### src/rtl/isaf_pkg.sv
package isaf_pkg;

  typedef enum logic [2:0] {
    ST_IDLE,
    ST_WAIT,
    ST_ACT,
    ST_GAP,
    ST_DONE
  } isaf_state_e;

  // Burst length in [lo, hi] taken from a random word.
  function automatic logic [7:0] isaf_len(input logic [15:0] r,
                                          input int unsigned lo,
                                          input int unsigned hi);
    int unsigned span;
    span = hi - lo + 1;
    return 8'(lo + (32'(r) % span));
  endfunction

  // Active part of a burst: floor of half.
  function automatic logic [7:0] isaf_act(input logic [7:0] len);
    return len >> 1;
  endfunction

  // Inactive part: whatever remains (ceiling of half).
  function automatic logic [7:0] isaf_gap(input logic [7:0] len);
    return len - (len >> 1);
  endfunction

endpackage

### src/rtl/isaf_lfsr.sv
module isaf_lfsr #(
  parameter int unsigned W = 16,
  parameter logic [W-1:0] SUBST = 16'hACE1,
  parameter logic [W-1:0] TAPS  = 16'hB400
) (
  input  logic         clk,
  input  logic         rst_n,
  input  logic [W-1:0] seed,
  output logic [W-1:0] rnd
);
  logic [W-1:0] nxt;

  always_comb begin
    nxt = {1'b0, rnd[W-1:1]};
    if (rnd[0]) nxt = nxt ^ TAPS;
  end

  always_ff @(posedge clk) begin
    if (!rst_n) rnd <= (seed == '0) ? SUBST : seed;
    else        rnd <= nxt;
  end

  // generator never collapses into the all-zero lock-up state
  assert_lfsr_live_R9: assert property (@(posedge clk) disable iff (!rst_n)
    rnd != '0);

endmodule

### src/rtl/isaf_seq.sv
module isaf_seq
  import isaf_pkg::*;
#(
  parameter int unsigned LEN_MIN = 10,
  parameter int unsigned LEN_MAX = 30,
  parameter int unsigned WAIT_W  = 4,
  parameter int unsigned LIM_W   = 8,
  parameter int unsigned RND_W   = 16
) (
  input  logic             clk,
  input  logic             rst_n,
  input  logic             en,
  input  logic [RND_W-1:0] rnd,
  input  logic [LIM_W-1:0] burst_limit,
  output logic             active,
  output logic             arm
);
  localparam int unsigned CNT_W = $clog2(LEN_MAX + 1);

  isaf_state_e      state;
  logic [CNT_W-1:0] cnt;
  logic [CNT_W-1:0] gap_len;
  logic [LIM_W-1:0] done_n;
  logic [7:0]       len_draw;
  logic             cnt_zero;
  logic             last_burst;
  logic             len_load;

  assign len_draw   = isaf_len(rnd, LEN_MIN, LEN_MAX);
  assign cnt_zero   = (cnt == '0);
  assign last_burst = (burst_limit != '0) && (done_n + 1'b1 == burst_limit);
  assign len_load   = en && cnt_zero &&
                      ((state == ST_WAIT) || (state == ST_GAP && !last_burst));
  assign arm        = en && (state == ST_IDLE);
  assign active     = (state == ST_ACT);

  always_ff @(posedge clk) begin
    if (!rst_n) begin
      state   <= ST_IDLE;
      cnt     <= '0;
      gap_len <= '0;
      done_n  <= '0;
    end else if (!en) begin
      state <= ST_IDLE;
      cnt   <= '0;
    end else if (len_load) begin
      state   <= ST_ACT;
      cnt     <= CNT_W'(isaf_act(len_draw) - 8'd1);
      gap_len <= CNT_W'(isaf_gap(len_draw));
      if (state == ST_GAP) done_n <= done_n + 1'b1;
    end else begin
      case (state)
        ST_IDLE: begin
          state  <= ST_WAIT;
          cnt    <= CNT_W'(rnd[WAIT_W-1:0]);
          done_n <= '0;
        end
        ST_WAIT: cnt <= cnt - 1'b1;
        ST_ACT: begin
          if (cnt_zero) begin
            state <= ST_GAP;
            cnt   <= gap_len - 1'b1;
          end else begin
            cnt <= cnt - 1'b1;
          end
        end
        ST_GAP: begin
          if (cnt_zero) begin
            state  <= ST_DONE;
            done_n <= done_n + 1'b1;
          end else begin
            cnt <= cnt - 1'b1;
          end
        end
        default: state <= ST_DONE;
      endcase
    end
  end

  // every drawn burst length lies inside the bounded range
  assert_len_range_R4: assert property (@(posedge clk) disable iff (!rst_n)
    len_load |-> (len_draw >= 8'(LEN_MIN) && len_draw <= 8'(LEN_MAX)));

  // a drawn length always opens an active window
  assert_len_opens_R4: assert property (@(posedge clk) disable iff (!rst_n)
    len_load |=> active);

  // the block only stops once the configured count is reached
  assert_limit_R6: assert property (@(posedge clk) disable iff (!rst_n)
    (state == ST_DONE) |-> (done_n == burst_limit));

  // dropping enable clears the fault after one edge
  assert_en_off_R7: assert property (@(posedge clk) disable iff (!rst_n)
    !en |=> !active);

endmodule

### src/rtl/isaf_mask.sv
module isaf_mask #(
  parameter int unsigned DATA_W = 8,
  parameter int unsigned IDX_W  = $clog2(DATA_W)
) (
  input  logic [DATA_W-1:0] din,
  input  logic              hit,
  input  logic [IDX_W-1:0]  sel,
  input  logic              level,
  output logic [DATA_W-1:0] dout
);
  for (genvar i = 0; i < DATA_W; i++) begin : g_bit
    assign dout[i] = (hit && (sel == IDX_W'(i))) ? level : din[i];
  end
endmodule

### src/rtl/isaf_injector.sv
module isaf_injector #(
  parameter int unsigned DATA_W  = 8,
  parameter int unsigned IDX_W   = $clog2(DATA_W),
  parameter int unsigned LIM_W   = 8,
  parameter int unsigned CNT_W   = 32,
  parameter int unsigned LEN_MIN = 10,
  parameter int unsigned LEN_MAX = 30
) (
  input  logic              clk,
  input  logic              rst_n,
  input  logic              inject_en,
  input  logic [15:0]       seed,
  input  logic [IDX_W-1:0]  bit_sel,
  input  logic              stuck_hi,
  input  logic [LIM_W-1:0]  burst_limit,
  input  logic [DATA_W-1:0] word_in,
  output logic [DATA_W-1:0] word_out,
  output logic              fault_on,
  output logic [CNT_W-1:0]  inj_cycles
);
  localparam logic [CNT_W-1:0] CNT_MAX = '1;

  logic [15:0]      rnd;
  logic             arm;
  logic [IDX_W-1:0] sel_q;
  logic             lvl_q;

  isaf_lfsr u_lfsr (
    .clk  (clk),
    .rst_n(rst_n),
    .seed (seed),
    .rnd  (rnd)
  );

  isaf_seq #(
    .LEN_MIN(LEN_MIN),
    .LEN_MAX(LEN_MAX),
    .LIM_W  (LIM_W)
  ) u_seq (
    .clk        (clk),
    .rst_n      (rst_n),
    .en         (inject_en),
    .rnd        (rnd),
    .burst_limit(burst_limit),
    .active     (fault_on),
    .arm        (arm)
  );

  always_ff @(posedge clk) begin
    if (!rst_n) begin
      sel_q <= '0;
      lvl_q <= 1'b0;
    end else if (arm) begin
      sel_q <= bit_sel;
      lvl_q <= stuck_hi;
    end
  end

  isaf_mask #(.DATA_W(DATA_W), .IDX_W(IDX_W)) u_mask (
    .din  (word_in),
    .hit  (fault_on),
    .sel  (sel_q),
    .level(lvl_q),
    .dout (word_out)
  );

  always_ff @(posedge clk) begin
    if (!rst_n)                            inj_cycles <= '0;
    else if (fault_on && inj_cycles != CNT_MAX) inj_cycles <= inj_cycles + 1'b1;
  end

  // pass-through outside the active window
  assert_pass_R1: assert property (@(posedge clk) disable iff (!rst_n)
    !fault_on |-> (word_out == word_in));

  // the captured bit holds the captured level while active
  assert_stuck_R2: assert property (@(posedge clk) disable iff (!rst_n)
    fault_on |-> (word_out[sel_q] == lvl_q));

  // no more than the one targeted bit differs from the input
  assert_single_bit_R2: assert property (@(posedge clk) disable iff (!rst_n)
    fault_on |-> ($countones(word_out ^ word_in) <= 1));

  // the location stays put for the whole run
  assert_hold_loc_R3: assert property (@(posedge clk) disable iff (!rst_n)
    (fault_on && $past(fault_on)) |-> ($stable(sel_q) && $stable(lvl_q)));

  // one step per active cycle until saturation
  assert_cnt_step_R8: assert property (@(posedge clk) disable iff (!rst_n)
    (fault_on && inj_cycles != CNT_MAX) |=> (inj_cycles == $past(inj_cycles) + 1'b1));

  // counter holds when no fault was applied
  assert_cnt_hold_R8: assert property (@(posedge clk) disable iff (!rst_n)
    !fault_on |=> $stable(inj_cycles));

endmodule

### config.mk
export PLATFORM = sky130hd
export DESIGN_NAME = isaf_injector
export DESIGN_NICKNAME = d
export VERILOG_FILES = /design/src/rtl/isaf_pkg.sv /design/src/rtl/isaf_lfsr.sv /design/src/rtl/isaf_seq.sv /design/src/rtl/isaf_mask.sv /design/src/rtl/isaf_injector.sv
export SDC_FILE = /design/constraint.sdc
export NUM_CORES = 1
export LEC_CHECK = 0
export ABC_CLOCK_PERIOD_IN_PS = 12200
export CAP_MARGIN = 40
export CORE_MARGIN = 1
export CORE_UTILIZATION = 45
export CTS_CLUSTER_DIAMETER = 30
export DETAILED_ROUTE_END_ITERATION = 10
export PLACE_DENSITY = 0.63
export RECOVER_POWER = 25
export REMOVE_ABC_BUFFERS = 1
export SYNTH_ARGS = -nofsm -noshare
export SYNTH_HDL_FRONTEND = slang
export SYNTH_HIERARCHICAL = 1
export SYNTH_SLANG_ARGS = --single-unit
### constraint.sdc
create_clock -name clk -period 12.2 [get_ports clk]
set_input_delay 2.44 -clock clk [delete_from_list [all_inputs] [get_ports clk]]
set_output_delay 2.44 -clock clk [all_outputs]
set_load 0.05 [all_outputs]
==> results_dict.tcl, run 1 <==
set metrics [dict create \
    status "complete, no violations" \
    yosys.area.top_type "dfxtp_1" \
    worstMarginPinSlew_ns 0.820 \
    slowest_delay_ns 0.58 \
    slowest_stage "or4b_2" \
    start_kind "flop" \
    cp.arrival_ns 11.99 \
    dieArea_um2 22800 \
    area_delta_synth_final_pct 21.7 \
    io_pins 80 \
    drtIter0Drc 794 \
    synth_seq_cells 73 \
    synth_common_cells "nand2_1, nor2_1, a21oi_1" \
    critPathKind "flop to flop" \
    postCtsHoldBufs 0 \
    routed_wl_um 32600 \
    synth.most_common_cell "nand2_1" \
    cts.clk_slew.worst_paths_ns 0.06 \
    dp_hpwl_um 24000 \
    yosys.area.top_type_share_pct 14.6 \
    fin_crit_ns 11.77 \
    synthCells 1373 \
    fmaxAchievable_mhz 85.0 \
    synth_area_leaders "dfxtp_1, a21oi_1, xnor2_1" \
    io_buffers 79 \
    crit_top_cell "o21a_1" \
    cts.path.max_buffers 2 \
    fin_nets 1540 \
    grt_use_total_pct 27.8 \
    grt_overflow 0 \
    tns_ns 0 \
    start_util_pct 45.8 \
    cts_tree "built" \
    rows 54 \
    grt_start_max_net_pins 70 \
    drc 0 \
    required_ns 12.42 \
    wire_per_inst_um 18.4 \
    yosysWarnings 6 \
    hold_viol_final 0 \
    first_pass_iters 5 \
    synth_flop_cell "dfxtp_1" \
    ant_nets 0 \
    grt_first_pass_wirelength_um 51400 \
    viasPerCell 6.36 \
    grt_pass1_vias 9995 \
    relSlewSlack_pct 44.8 \
    root_buffer "clkbuf_16" \
    skew_ns 0.00909 \
    finalSetupViolCount 0 \
    hold_class "flop to flop" \
    avgSynthCellArea_um2 7.28 \
    clk_latency_ns 0.34 \
    final_layout_size_suffix_gt1_share_pct 18.4 \
    core_um2 21800 \
    slew_viol_final 0 \
    die-height_um 151 \
    grt_antenna_before_repair 0 \
    cts_buffers 9 \
    maxCapViolations 0 \
    route.vias.total 11300 \
    yosysSeqAreaShare_pct 14.6 \
    syn-cell-area_um2 10000 \
    fin_crit_sh_pct 96.4 \
    ctsHtreeMaxLevel 3 \
    synth_async_sr_flop_share_pct 0 \
    synth_edf_count 0 \
    die_x_um 151 \
    num_antenna_cells 0 \
    cp_max_fo 13 \
    synth_cell_types 121 \
    clock_sinks 73 \
    critPathCaptureType "flop" \
    gp_congestion 0.952 \
]
[area by class of cell]
class                      instances  area, µm²
inverter                          47        176
multi-input combinational       1180       8390
clock buffer                      10        229
tap                              280        350
clock inverter                     6       43.8
fill                            2111       9660
sequential                        73       1460
timing repair buffer             174       1520
[logic make-up after synthesis]
family | after synthesis | synth area share, %
compound gates | 476 | 34.6
simple gates | 555 | 30.3
fa+ha+maj | 22 | 2.60
flops | 73 | 14.6
xor+xnor | 75 | 7.04
buf+inv | 120 | 5.06
mux | 52 | 5.82
[per-layer routing]
metal,global-route usage [%],share of wire (%),up-vias
li1,-,-,5514
met1,37.5,45,5279
met2,46.0,47,412
met3,4.16,6.2,47
met4,7.30,1.7,0
met5,0,0,-
[registers in the layout, summed over array words and instances, names as in the netlist]
name           cells
inj_cycles        32
u_lfsr/rnd        16
u_seq/done_n       8
u_seq/cnt          5
u_seq/gap_len      5
sel_q              3
u_seq/state        3
lvl_q              1
[critical path, delay by kind of cell, from the launching register on]
family | cells | cell delay [ns]
AO/OA/AOI/OAI | 20 | 4.19
adder cells (fa/ha/maj) | 4 | 1.10
XOR/XNOR | 3 | 0.56
AND/OR/NAND/NOR | 12 | 4.01
flip-flops | 1 | 0.31
buffers and inverters | 4 | 0.50
multiplexers | 3 | 0.96
[repair_timing]
action,CTS,global route
endpoints found under the setup margin,2,8
pin swaps,2,18
resized for setup,10,55
buffers inserted,4,19
[layout by cell type (no fill, tap or decap), types with 14 or more instances in the layout]
master / synthesis / final
and3_1: 18 / 18
nand2_1: 122 / 120
nor2_1: 116 / 115
o31ai_1: 18 / 18
ha_1: 16 / 14
xnor2_1: 54 / 50
a211oi_1: 24 / 20
nand3_1: 61 / 59
nor3_1: 36 / 35
a31oi_1: 21 / 21
dfxtp_1: 73 / 73
nand2b_1: 19 / 19
a21o_1: 15 / 14
mux2i_1: 26 / 24
a21oi_1: 104 / 94
clkdlybuf4s50_1: 0 / 78
o21ai_1: 16 / 14
nor4_1: 23 / 20
or3_1: 18 / 18
mux2_2: 19 / 19
nand4_1: 23 / 23
inv_1: 41 / 41
a21boi_0: 18 / 19
o21a_1: 15 / 15
buf_4: 5 / 93
nor2b_1: 14 / 14
o211ai_1: 23 / 23
o21ai_0: 60 / 60
xor2_1: 17 / 15
[metrics by stage]
stage / cells / hold WS (ns) / setup slack, ns / util (%) / area [µm²]
floorplan: 1300 / 0.473 / -1.28 / - / 9670
global placement: 1730 / 0.464 / 0.0347 / 52.0 / 11300
detailed placement: 1731 / 0.471 / -0.199 / 52.0 / 11400
CTS: 1751 / 0.483 / 0.0403 / 53.7 / 11700
global route: 1770 / 0.512 / -0.106 / 55.8 / 12200
finish: 1770 / 0.476 / 0.434 / 55.8 / 12200
[path summary, 6_finish.rpt]
check | end | depth (start not counted) | from | slack, ns
setup / recovery | u_seq/gap_len[3] | 46 | u_lfsr/rnd[12] | 0.43
hold reg to reg | inj_cycles[23] | 2 | inj_cycles[23] | 0.48
setup reg to reg | u_seq/gap_len[3] | 46 | u_lfsr/rnd[12] | 0.43
hold / removal | inj_cycles[23] | 2 | inj_cycles[23] | 0.48
Power of run 1 is not shown: default switching activity piles up to over one toggle a cycle in this logic, so the estimate is an artifact.
==> inputs of run 2 (changes only) <==
- CTS_BUF_LIST: default -> sky130_fd_sc_hd__clkbuf_16
==> run 2 against run 1 <==
Against the previous run: core utilization is the same; die area unchanged; wire length about the same; critical path depth is 1 higher; worst setup slack better by 0.0040 ns.
==> results_dict.tcl, run 2 (synthesis gave the netlist of run 1 again) <==
set metrics [dict create \
    fmaxAchievable_mhz 85.0 \
    clk_latency_ns 0.34 \
    dpl_cell_area_um2 11400 \
    required_ns 12.42 \
    startpoint "u_lfsr/rnd[12]" \
    dieArea_um2 22800 \
    io_buffers 79 \
    grt_start_max_net_pins 70 \
    tns_ns 0 \
    routed_wl_um 32600 \
    clock_sinks 73 \
    hold_class "flop to flop" \
    io_pins 80 \
    min-delay-start "inj_cycles[23]" \
    final_cell_mix "nand2_1, nor2_1, a21oi_1" \
    fill_cells 2111 \
    fin_nets 1540 \
    maxCapViolations 0 \
    num_antenna_cells 0 \
    wire_per_inst_um 18.4 \
    ant_nets 0 \
    start_util_pct 45.8 \
    cp.arrival_ns 11.98 \
    grt_first_pass_wirelength_um 51400 \
    cts_tree "built" \
    skew_ns 0.00915 \
    status "complete, no violations" \
    die-height_um 151 \
    route.vias.total 11300 \
    die_x_um 151 \
    cp_max_fo 13 \
    ctsHtreeMaxLevel 3 \
    relSlewSlack_pct 45.3 \
    critPathKind "flop to flop" \
    critPathCaptureType "flop" \
    grt_antenna_before_repair 0 \
    reg_top3 "inj_cycles x32, u_lfsr/rnd x16, u_seq/done_n x8" \
    r2r_start "u_lfsr/rnd[12]" \
    grt_pass1_vias 9995 \
    dp_hpwl_um 24000 \
    root_buffer "clkbuf_16" \
    rrSetupSlack_ns 0.44 \
    grt_overflow 0 \
    hold_end "inj_cycles[23]" \
    design_area_um2 12200 \
    cts.path.max_buffers 2 \
    cts.clk_slew.worst_paths_ns 0.06 \
    layout_commonest_cell "nand2_1" \
    slowest_stage "or4b_2" \
    start_kind "flop" \
    finalSetupViolCount 0 \
    largest_reg_flops 32 \
    grt_use_total_pct 27.8 \
    top_register "inj_cycles" \
    cts_buffers 9 \
    slew_viol_final 0 \
    first_pass_iters 5 \
    postCtsHoldBufs 0 \
    viasPerCell 6.37 \
    hold-path-cell-count 2 \
    gp_congestion 0.952 \
    final_layout_size_suffix_gt1_share_pct 18.4 \
    drc 0 \
    fin_crit_sh_pct 96.4 \
    hold_viol_final 0 \
    rows 54 \
    r2r_cells 47 \
    r2r-end "u_seq/gap_len[3]" \
    core_um2 21800 \
    fin_crit_ns 11.76 \
    drtIter0Drc 798 \
    area_delta_synth_final_pct 21.7 \
    slowest_delay_ns 0.58 \
    worstMarginPinSlew_ns 0.800 \
]
## run 2: changes by cell type in the layout (fill, tap and decap cells not counted)
cell | before | now
inv_1 | 41 | 42
clkbuf_1 | 1 | 0
## run 2: through the flow
stage / hold slack [ns] / setup WS, ns / std cells / utilization [%]
finish: 0.476 / 0.438 / 1770 / 55.8
global route: 0.512 / -0.106 / 1770 / 55.8
CTS: 0.483 / 0.0403 / 1751 / 53.7
detailed placement: 0.471 / -0.199 / 1731 / 52.0
global placement: 0.464 / 0.0347 / 1730 / 52.0
floorplan: 0.473 / -1.28 / 1300 / -
## run 2: how the worst max path moves through the flow
stage | to | slack, ns | cells past startpoint
2_1_floorplan | u_seq/gap_len[3] | -1.28 | 46
3_3_place_gp | u_seq/gap_len[3] | 0.03 | 46
3_5_place_dp | u_seq/gap_len[3] | -0.20 | 45
4_1_cts | u_seq/gap_len[3] | 0.04 | 45
5_1_grt | u_seq/gap_len[4] | -0.11 | 50
6_report | u_seq/gap_len[3] | 0.44 | 47
## run 2: metal layers
metal | wire length, µm | vias to the layer above | track usage (%)
met5 | 0 | - | 0
li1 | - | 5513 | -
met2 | 15200 | 407 | 46.0
met1 | 14800 | 5298 | 37.5
met3 | 1980 | 50 | 4.16
met4 | 556 | 0 | 7.30
## run 2: what timing repair did
| action | CTS | global route |
|---|---|---|
| setup endpoints to repair | 2 | 8 |
| pin swaps | 2 | 18 |
| setup buffers | 4 | 19 |
| gates resized for setup | 10 | 55 |
## run 2: cell type report
class	count	area, µm²	share of cell area (%)
inverters	47	176	1.45
multi-input cells	1180	8390	69.0
repair buffers	174	1520	12.5
well taps	280	350	2.88
clock inverters	7	47.5	0.391
flip-flops and latches	73	1460	12.0
clock buffers	9	225	1.85
## run 2: critical path: cells and delay by family, from the launching register on
| family | cells | cell delay, ns |
|---|---|---|
| flip-flops | 1 | 0.31 |
| multiplexers | 3 | 0.96 |
| AO/OA/AOI/OAI | 20 | 4.04 |
| AND/OR/NAND/NOR | 12 | 4.01 |
| adder cells (fa/ha/maj) | 4 | 1.10 |
| buffers and inverters | 5 | 0.65 |
| XOR/XNOR | 3 | 0.56 |
Power of run 2 is left out for the same reason.
